**config.mk**
```make
export PLATFORM = sky130hd
export DESIGN_NAME = intr_vector_unit
export DESIGN_NICKNAME = d
export VERILOG_FILES = /design/src/rtl/intr_pkg.sv /design/src/rtl/intr_pend.sv /design/src/rtl/intr_rtc.sv /design/src/rtl/intr_arb.sv /design/src/rtl/intr_vector_unit.sv
export SDC_FILE = /design/constraint.sdc
export NUM_CORES = 1
export LEC_CHECK = 0
export ABC_AREA = 1
export CAP_MARGIN = 10
export CORE_ASPECT_RATIO = 0.6
export CORE_UTILIZATION = 60
export CTS_BUF_LIST = sky130_fd_sc_hd__clkbuf_16
export DETAILED_ROUTE_END_ITERATION = 6
export DONT_BUFFER_PORTS = 1
export PLACE_DENSITY = 0.84
export SYNTH_ARGS = -nofsm -noshare
export SYNTH_HDL_FRONTEND = slang
export SYNTH_SLANG_ARGS = --single-unit
```
**constraint.sdc**
```tcl
create_clock -name clk -period 7.66 [get_ports clk]
set_input_delay 0.766 -clock clk [delete_from_list [all_inputs] [get_ports clk]]
set_output_delay 0.766 -clock clk [all_outputs]
set_load 0.03 [all_outputs]
```
**src/rtl/intr_pkg.sv**
```systemverilog
// Shared definitions for the fixed-vector interrupt unit.
// Source index order (bit 0 first) is also priority order:
//   errors, timer, sync, input, output, function completions, channel requests.
package intr_pkg;
    localparam int VEC_W = 8;
    localparam int EXT_BASE = 128;

    typedef logic [VEC_W-1:0] vec_t;

    // Map a priority-ordered source index to its fixed entry address.
    function automatic vec_t vec_of(input int idx, input int nch, input int nerr);
        int err_base;
        int rest;
        err_base = EXT_BASE + 4 * nch;
        if (idx < nerr) begin
            return VEC_W'(err_base + idx);
        end else if (idx == nerr) begin
            return VEC_W'(err_base + nerr);
        end else if (idx == nerr + 1) begin
            return VEC_W'(err_base + nerr + 2);
        end
        rest = idx - nerr - 2;
        if (rest < 3 * nch) begin
            return VEC_W'(EXT_BASE + nch + rest);
        end
        return VEC_W'(EXT_BASE + rest - 3 * nch);
    endfunction
endpackage

```
**src/rtl/intr_pend.sv**
```systemverilog
// Pending-flag bank: each set strobe latches a flag, and each clear bit drops it.
// Assumes set and clear are single-cycle. A same-cycle set wins over a clear.
module intr_pend #(
    parameter int NSRC = 74
) (
    input  logic            clk,
    input  logic            rst_n,
    input  logic [NSRC-1:0] set,
    input  logic [NSRC-1:0] clr,
    output logic [NSRC-1:0] pend
);
    // Hold flags until the granted one is cleared.
    always_ff @(posedge clk) begin
        if (!rst_n) begin
            pend <= '0;
        end else begin
            pend <= (pend & ~clr) | set;
        end
    end
endmodule

```
**src/rtl/intr_rtc.sv**
```systemverilog
// Countdown timer: loads on request, steps down per tick and stops at zero.
// expire is high in the cycle whose tick moves the count from 1 to 0.
module intr_rtc #(
    parameter int W = 36
) (
    input  logic         clk,
    input  logic         rst_n,
    input  logic         tick,
    input  logic         load,
    input  logic [W-1:0] load_val,
    output logic [W-1:0] count,
    output logic         expire
);
    // Load wins over tick; a zero count never wraps.
    always_ff @(posedge clk) begin
        if (!rst_n) begin
            count <= '0;
        end else if (load) begin
            count <= load_val;
        end else if (tick && count != '0) begin
            count <= count - W'(1);
        end
    end

    // Flag the tick that reaches zero.
    always_comb expire = tick && !load && (count == W'(1));
endmodule

```
**src/rtl/intr_arb.sv**
```systemverilog
// Fixed-priority picker: the lowest set index of elig wins.
// Produces a one-hot grant and the fixed vector of the winner.
module intr_arb
    import intr_pkg::*;
#(
    parameter int NCH  = 16,
    parameter int NERR = 8,
    localparam int NSRC = 4 * NCH + NERR + 2
) (
    input  logic [NSRC-1:0] elig,
    output logic            valid,
    output logic [NSRC-1:0] grant,
    output vec_t            vec
);
    // Scan from bit 0 and keep the first eligible source.
    always_comb begin
        valid = 1'b0;
        grant = '0;
        vec   = '0;
        for (int i = 0; i < NSRC; i++) begin
            if (elig[i] && !valid) begin
                valid    = 1'b1;
                grant[i] = 1'b1;
                vec      = vec_of(i, NCH, NERR);
            end
        end
    end
endmodule

```
**src/rtl/intr_vector_unit.sv**
```systemverilog
// Top of the fixed-vector interrupt unit. It gathers the strobes into pending
// flags, applies the lockout and the channel mask, and offers one vector.
// Assumes all source inputs are single-cycle strobes, synchronous to clk.
module intr_vector_unit
    import intr_pkg::*;
#(
    parameter int NCH   = 16,
    parameter int NERR  = 8,
    parameter int RTC_W = 36
) (
    input  logic             clk,
    input  logic             rst_n,
    input  logic [NCH-1:0]   chan_req,
    input  logic [NCH-1:0]   in_done,
    input  logic [NCH-1:0]   out_done,
    input  logic [NCH-1:0]   fn_done,
    input  logic [NERR-1:0]  err_evt,
    input  logic             sync_pulse,
    input  logic             ext_enable_all,
    input  logic             mask_we,
    input  logic [NCH-1:0]   chan_mask,
    input  logic             rtc_tick,
    input  logic             rtc_load,
    input  logic [RTC_W-1:0] rtc_load_val,
    output logic [RTC_W-1:0] rtc_value,
    output logic             irq_valid,
    output logic [VEC_W-1:0] irq_vector,
    input  logic             irq_accept
);
    localparam int NSRC = 4 * NCH + NERR + 2;

    logic            rtc_expire;
    logic            lock_q;
    logic [NCH-1:0]  mask_q;
    logic [NSRC-1:0] set_v;
    logic [NSRC-1:0] clr_v;
    logic [NSRC-1:0] pend_q;
    logic [NSRC-1:0] allow_v;
    logic [NSRC-1:0] elig_v;
    logic [NSRC-1:0] grant_v;

    intr_rtc #(.W(RTC_W)) u_rtc (
        .clk      (clk),
        .rst_n    (rst_n),
        .tick     (rtc_tick),
        .load     (rtc_load),
        .load_val (rtc_load_val),
        .count    (rtc_value),
        .expire   (rtc_expire)
    );

    // Pack the strobes in priority order, with bit 0 highest.
    always_comb set_v = {chan_req, fn_done, out_done, in_done, sync_pulse, rtc_expire, err_evt};

    intr_pend #(.NSRC(NSRC)) u_pend (
        .clk   (clk),
        .rst_n (rst_n),
        .set   (set_v),
        .clr   (clr_v),
        .pend  (pend_q)
    );

    // Gate the outside sources by lockout and mask; errors are always allowed.
    always_comb begin
        allow_v = {mask_q & {NCH{~lock_q}}, {(3 * NCH){1'b1}}, ~lock_q, 1'b1, {NERR{1'b1}}};
        elig_v  = pend_q & allow_v;
    end

    intr_arb #(.NCH(NCH), .NERR(NERR)) u_arb (
        .elig  (elig_v),
        .valid (irq_valid),
        .grant (grant_v),
        .vec   (irq_vector)
    );

    // Clear only the granted flag when the fetch stage accepts it.
    always_comb clr_v = grant_v & {NSRC{irq_accept}};

    // Lockout: set by any accept, cleared by the re-enable strobe.
    always_ff @(posedge clk) begin
        if (!rst_n) begin
            lock_q <= 1'b0;
        end else if (irq_valid && irq_accept) begin
            lock_q <= 1'b1;
        end else if (ext_enable_all) begin
            lock_q <= 1'b0;
        end
    end

    // Channel enable mask, with all channels enabled after reset.
    always_ff @(posedge clk) begin
        if (!rst_n) begin
            mask_q <= '1;
        end else if (mask_we) begin
            mask_q <= chan_mask;
        end
    end
endmodule

```
# Yosys cells after proc, flatten, opt, wreduce, memory -nomap -nowiden
# Index checks and enable logic that the tools add are counted.
# classes
n_mux,371
addsub,1
n_bitwise,7
eq_ne,1
reduce_logical,154
# op_table
operator,n
8-bit 2-to-1 mux,142
1-bit 2-to-1 mux,227
74-bit bitwise AND,3
1-bit logical AND,77
1-bit zero test,74
74-bit NOT,1
74-bit bitwise OR,1
36-bit 2-to-1 mux,2
36-bit by 1-bit equality test with 1-bit output (second input constant),1
36-bit nonzero test,1
36-bit by 1-bit subtractor with 36-bit output (second input constant),1
16-bit bitwise AND,1
2-bit nonzero test,2
1-bit NOT,1
# word_totals
regBits,127
output_inout_bits,45
wordCells,538

# Logic depth before layout (Yosys ltp)
# logic_depth
word_depth,227
depth_mapped,41
depth_no_buf,41

# Cells and area by module
# Synthesis repeated with hierarchy kept, for this count alone.
# hier_totals
cells_unflattened,1497
area_unflattened_um2,8848.5
# modules_own_cells
module,area_per_inst_um2,n_inst,cells_per_inst,seq_area_each_um2
intr_pend,2997.9,1,379,1481.4
intr_rtc,2801.4,1,507,720.7
intr_arb,1706.6,1,343,0.0
intr_vector_unit,1342.5,1,268,340.3

# Least setup slack after synthesis
# OpenSTA, ideal clock, no wires.
# synth_path
path_type,flip-flop to output port
from,register u_pend.pend[1]
to,output irq_vector[1]
t_arrival_ns,4.926
path_stages_with_launch,40
required_ns,6.894
path_slack_ns,1.968
cell_sequence,dfxtp_1 nor2_2 nand2_2 nor2_4 nand4_4 nor2_4 nand4_4 nor2_4 nand4_4 nor2_4 nand4_2 nor2_4 nand4_4 nor2_4 nand4_4 nor2_4 nand4_4 nor2_4 (+4 left out) nand4_4 nor2_4 nand4_4 nor2_4 nand4_4 nor2_4 nand4_4 nor2_4 nand4_4 nor2_4 nand4_4 nor2_4 nand4_4 nor2_4 nand4_4 nor2_4 a21oi_2 nand4_1
# synth_between
elab_chain_cells,219
elab_cells_between_ends,291
cone_classes,mux (145); bitwise (1); reduce/logical (145)
# synth_lines
element,line_no,source
"start, declared",intr_pend.sv:10,output logic [NSRC-1:0] pend
"start signal, assigned",intr_pend.sv:17,pend <= (pend & ~clr) | set;
74-bit bitwise AND *,intr_vector_unit.sv:66,elig_v = pend_q & allow_v;
1-bit logical AND *,intr_arb.sv:21,if (elig[i] && !valid) begin
1-bit 2-to-1 mux,intr_arb.sv:21,
1-bit zero test,intr_arb.sv:21,
1-bit logical AND,intr_arb.sv:21,
1-bit 2-to-1 mux,intr_arb.sv:21,
1-bit zero test,intr_arb.sv:21,
1-bit logical AND,intr_arb.sv:21,
(+203 left out),-,
1-bit logical AND,intr_arb.sv:21,
1-bit 2-to-1 mux,intr_arb.sv:21,
1-bit zero test,intr_arb.sv:21,
1-bit logical AND,intr_arb.sv:21,
1-bit 2-to-1 mux,intr_arb.sv:21,
1-bit zero test,intr_arb.sv:21,
1-bit logical AND,intr_arb.sv:21,
8-bit 2-to-1 mux *,intr_arb.sv:21,
"end, declared",intr_vector_unit.sv:27,"output logic [VEC_W-1:0] irq_vector,"
# Every way passes the cells marked *; elsewhere a longest branch is shown, timed or not.

# Final worst setup path
# layout_path
from,register u_pend.pend[3]
to,output irq_vector[2]
# layout_between
elab_chain_cells,213
elab_cells_between_ends,283
cone_classes,mux (141); bitwise (1); reduce/logical (141)
# layout_lines
element,line_no
74-bit bitwise AND *,intr_vector_unit.sv:66
1-bit logical AND *,intr_arb.sv:21
1-bit 2-to-1 mux,intr_arb.sv:21
1-bit zero test,intr_arb.sv:21
1-bit logical AND,intr_arb.sv:21
1-bit 2-to-1 mux,intr_arb.sv:21
1-bit zero test,intr_arb.sv:21
1-bit logical AND,intr_arb.sv:21
(+197 left out),-
1-bit logical AND,intr_arb.sv:21
1-bit 2-to-1 mux,intr_arb.sv:21
1-bit zero test,intr_arb.sv:21
1-bit logical AND,intr_arb.sv:21
1-bit 2-to-1 mux,intr_arb.sv:21
1-bit zero test,intr_arb.sv:21
1-bit logical AND,intr_arb.sv:21
8-bit 2-to-1 mux *,intr_arb.sv:21
# Marks and branches as above.

==> results.md <==
Status:
- The flow ran to the end, and the final reports show no timing, DRC or antenna violations.

Yosys:
- The cell with the most instances after synthesis is sky130_fd_sc_hd__nor2_1.
- The async set or reset register ratio after synthesis is 0%.
- The fraction of the yosys area taken by sequential cells is 36.1%.
- In this run the biggest area consumer among cell types represents 36.1% of the synthesized area.
- Synthesis instantiated 41 different standard cells from the library.
- By count the netlist is led by sky130_fd_sc_hd__nor2_1, sky130_fd_sc_hd__inv_1, sky130_fd_sc_hd__dfxtp_1, sky130_fd_sc_hd__nand2_1, sky130_fd_sc_hd__a21oi_1.
- Summed over all instances, the cell type with the most area after synthesis is sky130_fd_sc_hd__dfxtp_1.
- In the synthesized netlist the dominant register cell turns out to be sky130_fd_sc_hd__dfxtp_1.
- After synthesis, the cell types taking the most area are sky130_fd_sc_hd__dfxtp_1, sky130_fd_sc_hd__nor2_1, sky130_fd_sc_hd__inv_1.
- After synthesis the netlist holds a flip-flop and latch count of roughly 130.
- Yosys mapped a number of flops with a built-in enable equal to 0.
- Yosys printed 0 warnings.
- The number of nets in the synthesized netlist is approximately 1100.
- The synthesized area per cell is roughly 7.0 sq um.
- After technology mapping, the gate count stands at 1006.
- The mapped netlist covers 7040 sq um.

Clocking:
- CTS built an H-tree with a depth of 4.
- Buffers inserted to repair hold after CTS numbered 0.
- The CTS clock-pin slew for the worst setup and hold paths is 60 ps.
- The number of setup buffers added after CTS is 0.
- The number of buffers on the longest clock path is 2.
- The worst-skew pair later-pin latency is roughly 410 ps.
- The number of clock buffers added by TritonCTS is 17.
- Once the clock tree was built, the resizer swapped 0 gates to a different size.
- TritonCTS built the clock tree.
- The clock sink count is 127.
- CTS placed an instance of sky130_fd_sc_hd__clkbuf_16 at the clock tree root.

Global routing:
- The first-pass GRT wire length is 30600 um.
- The number of antenna violations at the first check in global routing is 0.
- Global routing used under 10% of the available met3 tracks.
- The via count of the first global-routing pass came to between 6000 and 7000.
- Entering global routing, the biggest net connects 64 pins.
- The layer with the highest usage is met1.
- Global routing used between 30% and 40% of the available tracks.
- Global routing consumed, on the met1 layer, a little under half of the routing resources.
- After global routing the overflow that remains totals 0.
- The met2 routing resource usage after global routing is between 40% and 50%.

Pwr:
- The leakage power is 0.00334 uW.
- Dividing total power by cell area gives a power density of 238 nW/um^2.
- VDD sags by at most 0.158 mV.
- The design draws 1840 uW.

Timing:
- The final count of pins violating max slew is 0.
- Between clock sinks in the finished design, the worst skew comes to 11.7 ps.
- The final cycle utilization of the critical path is ~90%.
- The normalized max-slew margin is about a quarter.
- Setup repair after global routing left no endpoint under its margin.
- The final-layout setup total negative slack is 0 ps.
- For the pin with the worst max-slew slack, the measured transition is roughly 1100 ps.
- Subtracting the final worst setup slack from the clock period gives 6790 ps.
- The tightest hold margin is 449 ps.
- Setup violations remaining at the end of the flow were counted as 0.
- The hold violation count in the final report came to 0.
- The timing-limited maximum frequency is 0.147 GHz.

Finish:
- In the final layout, the share of cells above drive strength 1 is about 8.1%.
- 0 antenna diodes ended up in the layout.
- The synthesis-to-finish area growth is 9.86%.
- The number of nets in the finished design is approximately 1100.
- The total non-filler cell area in the finished layout is 7740 sq um.

Critical path:
- The endpoint identified for the worst register-to-register timing path is lock_q$_SDFFE_PN0P_.
- The startpoint identified for the worst register-to-register timing path is u_pend.pend[3]$_SDFF_PN0_.
- By startpoint and endpoint, the worst setup path is classified as register to output pin.
- The signal arrival time at the worst endpoint is around 6000 ps.
- The critical-path maximum fanout is 5.
- The setup slack on the worst flop-to-flop path is ~2000 ps.
- The worst setup path is launched from a register.
- The number of cells on the worst reg-to-reg path is 40.
- At the worst endpoint, the required time is 6890 ps.
- The largest stage delay on the critical path is 320 ps.
- The cell repeated most along the worst path is sky130_fd_sc_hd__nor2_4.
- STA classifies the critical path endpoint as an output pin.
- On the critical path, the stage with the largest delay is an instance of sky130_fd_sc_hd__dfxtp_1.

Detailed routing:
- After the first detailed-routing iteration, the DRC count stood at 651.
- The count of antenna-violating nets left after detailed routing is 0.
- The first detailed-routing pass ran for 6 iterations.
- The total number of vias is 6741.
- After detailed routing, the total wire length is ~19000 um.
- The detailed-route DRC error count is 0.
- The average detailed-routed wire length per instance is 16.3 um.
- The via density per instance is between 5 and 6.

Placement:
- The count of input and output buffers is 0.
- Detailed placement ended at an HPWL of roughly 14000 um.
- The instance area after placement is roughly 7000 sq um.
- The final estimated routing congestion in global placement is roughly 1.

Worst hold path:
- The worst min-delay path startpoint is rst_n.
- Counting instances, the worst hold path has a depth of 1.
- The worst min-delay path endpoint is mask_q[10]$_SDFFE_PN1P_.
- The path type of the worst min-delay path is input pin to register.

Die:
- In this run the standard cell core region covers about 11000 sq um.
- The I/O pin total is between 150 and 200.
- The horizontal die dimension is 142 um.
- The die is 85.9 um tall.
- The floorplan step defined a die boundary enclosing roughly 12000 sq um.
- The effective utilization at floorplan is about 62%.
- In this run the core area contains 30 standard-cell rows.

Flow run:
- Across the run, the number of max-cap violations was 0.
-- cell usage in the layout (no fill, tap or decap), types with 3 or more instances in the layout --
master,synthesis,layout
sky130_fd_sc_hd__clkbuf_16,0,17
sky130_fd_sc_hd__inv_1,160,160
sky130_fd_sc_hd__nand2_1,126,126
sky130_fd_sc_hd__o2111ai_1,3,3
sky130_fd_sc_hd__o41ai_1,10,10
sky130_fd_sc_hd__nand4_4,16,16
sky130_fd_sc_hd__clkinvlp_4,0,4
sky130_fd_sc_hd__nor2_4,19,19
sky130_fd_sc_hd__a211oi_1,5,5
sky130_fd_sc_hd__xor2_1,14,14
sky130_fd_sc_hd__a21oi_1,104,104
sky130_fd_sc_hd__o21ai_0,58,58
sky130_fd_sc_hd__nor3_1,11,11
sky130_fd_sc_hd__a31oi_1,19,19
sky130_fd_sc_hd__a22oi_1,3,3
sky130_fd_sc_hd__dfxtp_1,127,127
sky130_fd_sc_hd__xnor2_1,10,10
sky130_fd_sc_hd__o21bai_1,5,5
sky130_fd_sc_hd__clkinv_1,1,3
sky130_fd_sc_hd__nor2_1,165,164
sky130_fd_sc_hd__bufinv_16,0,4
sky130_fd_sc_hd__a2111oi_0,6,6
sky130_fd_sc_hd__nor2_2,4,5
sky130_fd_sc_hd__nor4_1,9,9
sky130_fd_sc_hd__nand3_1,54,54
sky130_fd_sc_hd__nand4_1,20,20
-- area by class of cell --
class / count / area, sq um
Tap cell: 160 / 200
Clock buffer: 17 / 425
Multi-Input combinational cell: 681 / 3750
Sequential cell: 127 / 2540
Clock inverter: 15 / 194
Timing Repair Buffer: 2 / 15.0
Inverter: 163 / 612
Fill cell: 995 / 3630
-- worst max path at each step --
stage | slack [ps] | cells after the start | from | endpoint
after floorplan | 1970 | 39 | u_pend.pend[1]$_SDFF_PN0_ | irq_vector[1]
after global placement | 1640 | 39 | u_pend.pend[0]$_SDFF_PN0_ | irq_vector[1]
after detailed placement | 1370 | 39 | u_pend.pend[3]$_SDFF_PN0_ | irq_vector[1]
after CTS | 870 | 41 | u_pend.pend[3]$_SDFF_PN0_ | irq_vector[2]
after global routing | 320 | 41 | u_pend.pend[0]$_SDFF_PN0_ | irq_vector[2]
final | 870 | 41 | u_pend.pend[3]$_SDFF_PN0_ | irq_vector[2]
-- through the flow --
step | cells | setup WS (ps) | utilization [%]
5_1_grt | 1165 | 319 | 68.0
3_3_place_gp | 1133 | 1640 | 62.6
6_report | 1165 | 870 | 68.0
4_1_cts | 1165 | 872 | 68.0
3_5_place_dp | 1133 | 1370 | 62.6
2_1_floorplan | 1006 | 1970 | -
-- report_power, final --
group	internal [uW]	leakage, uW	switching [uW]
clock network	543	0.000290	305
logic	69.0	0.00199	138
registers	709	0.00106	79.6
total	1320	0.00334	523
-- routing by layer --
layer  vias to the layer above  part of all wire, %  routed length, um
li1                       3296                    -                  -
met5                         -                    0                  0
met1                      3050                   48               9030
met2                       360                   40               7580
met4                         0                  1.7                325
met3                        35                   11               2030
-- registers in the layout (all words and copies together), names as in the netlist --
signal,count
lock_q,1
mask_q,16
u_pend.pend,74
u_rtc.count,36
-- critical path: cells and delay by family (launching register included) --
kind	cells	cell delay, ps
flops	1	320
buf+inv	1	70
simple gates	40	5210
-- kinds of logic after synthesis --
logic type      Yosys count  synth area share, %
buf+inv                 198                 10.7
flops                   127                 36.1
compound gates          224                 18.2
fa+ha+maj                 2                0.355
simple gates            431                 31.7
xor+xnor                 24                 2.98
Power figures use the tool's default switching activity.
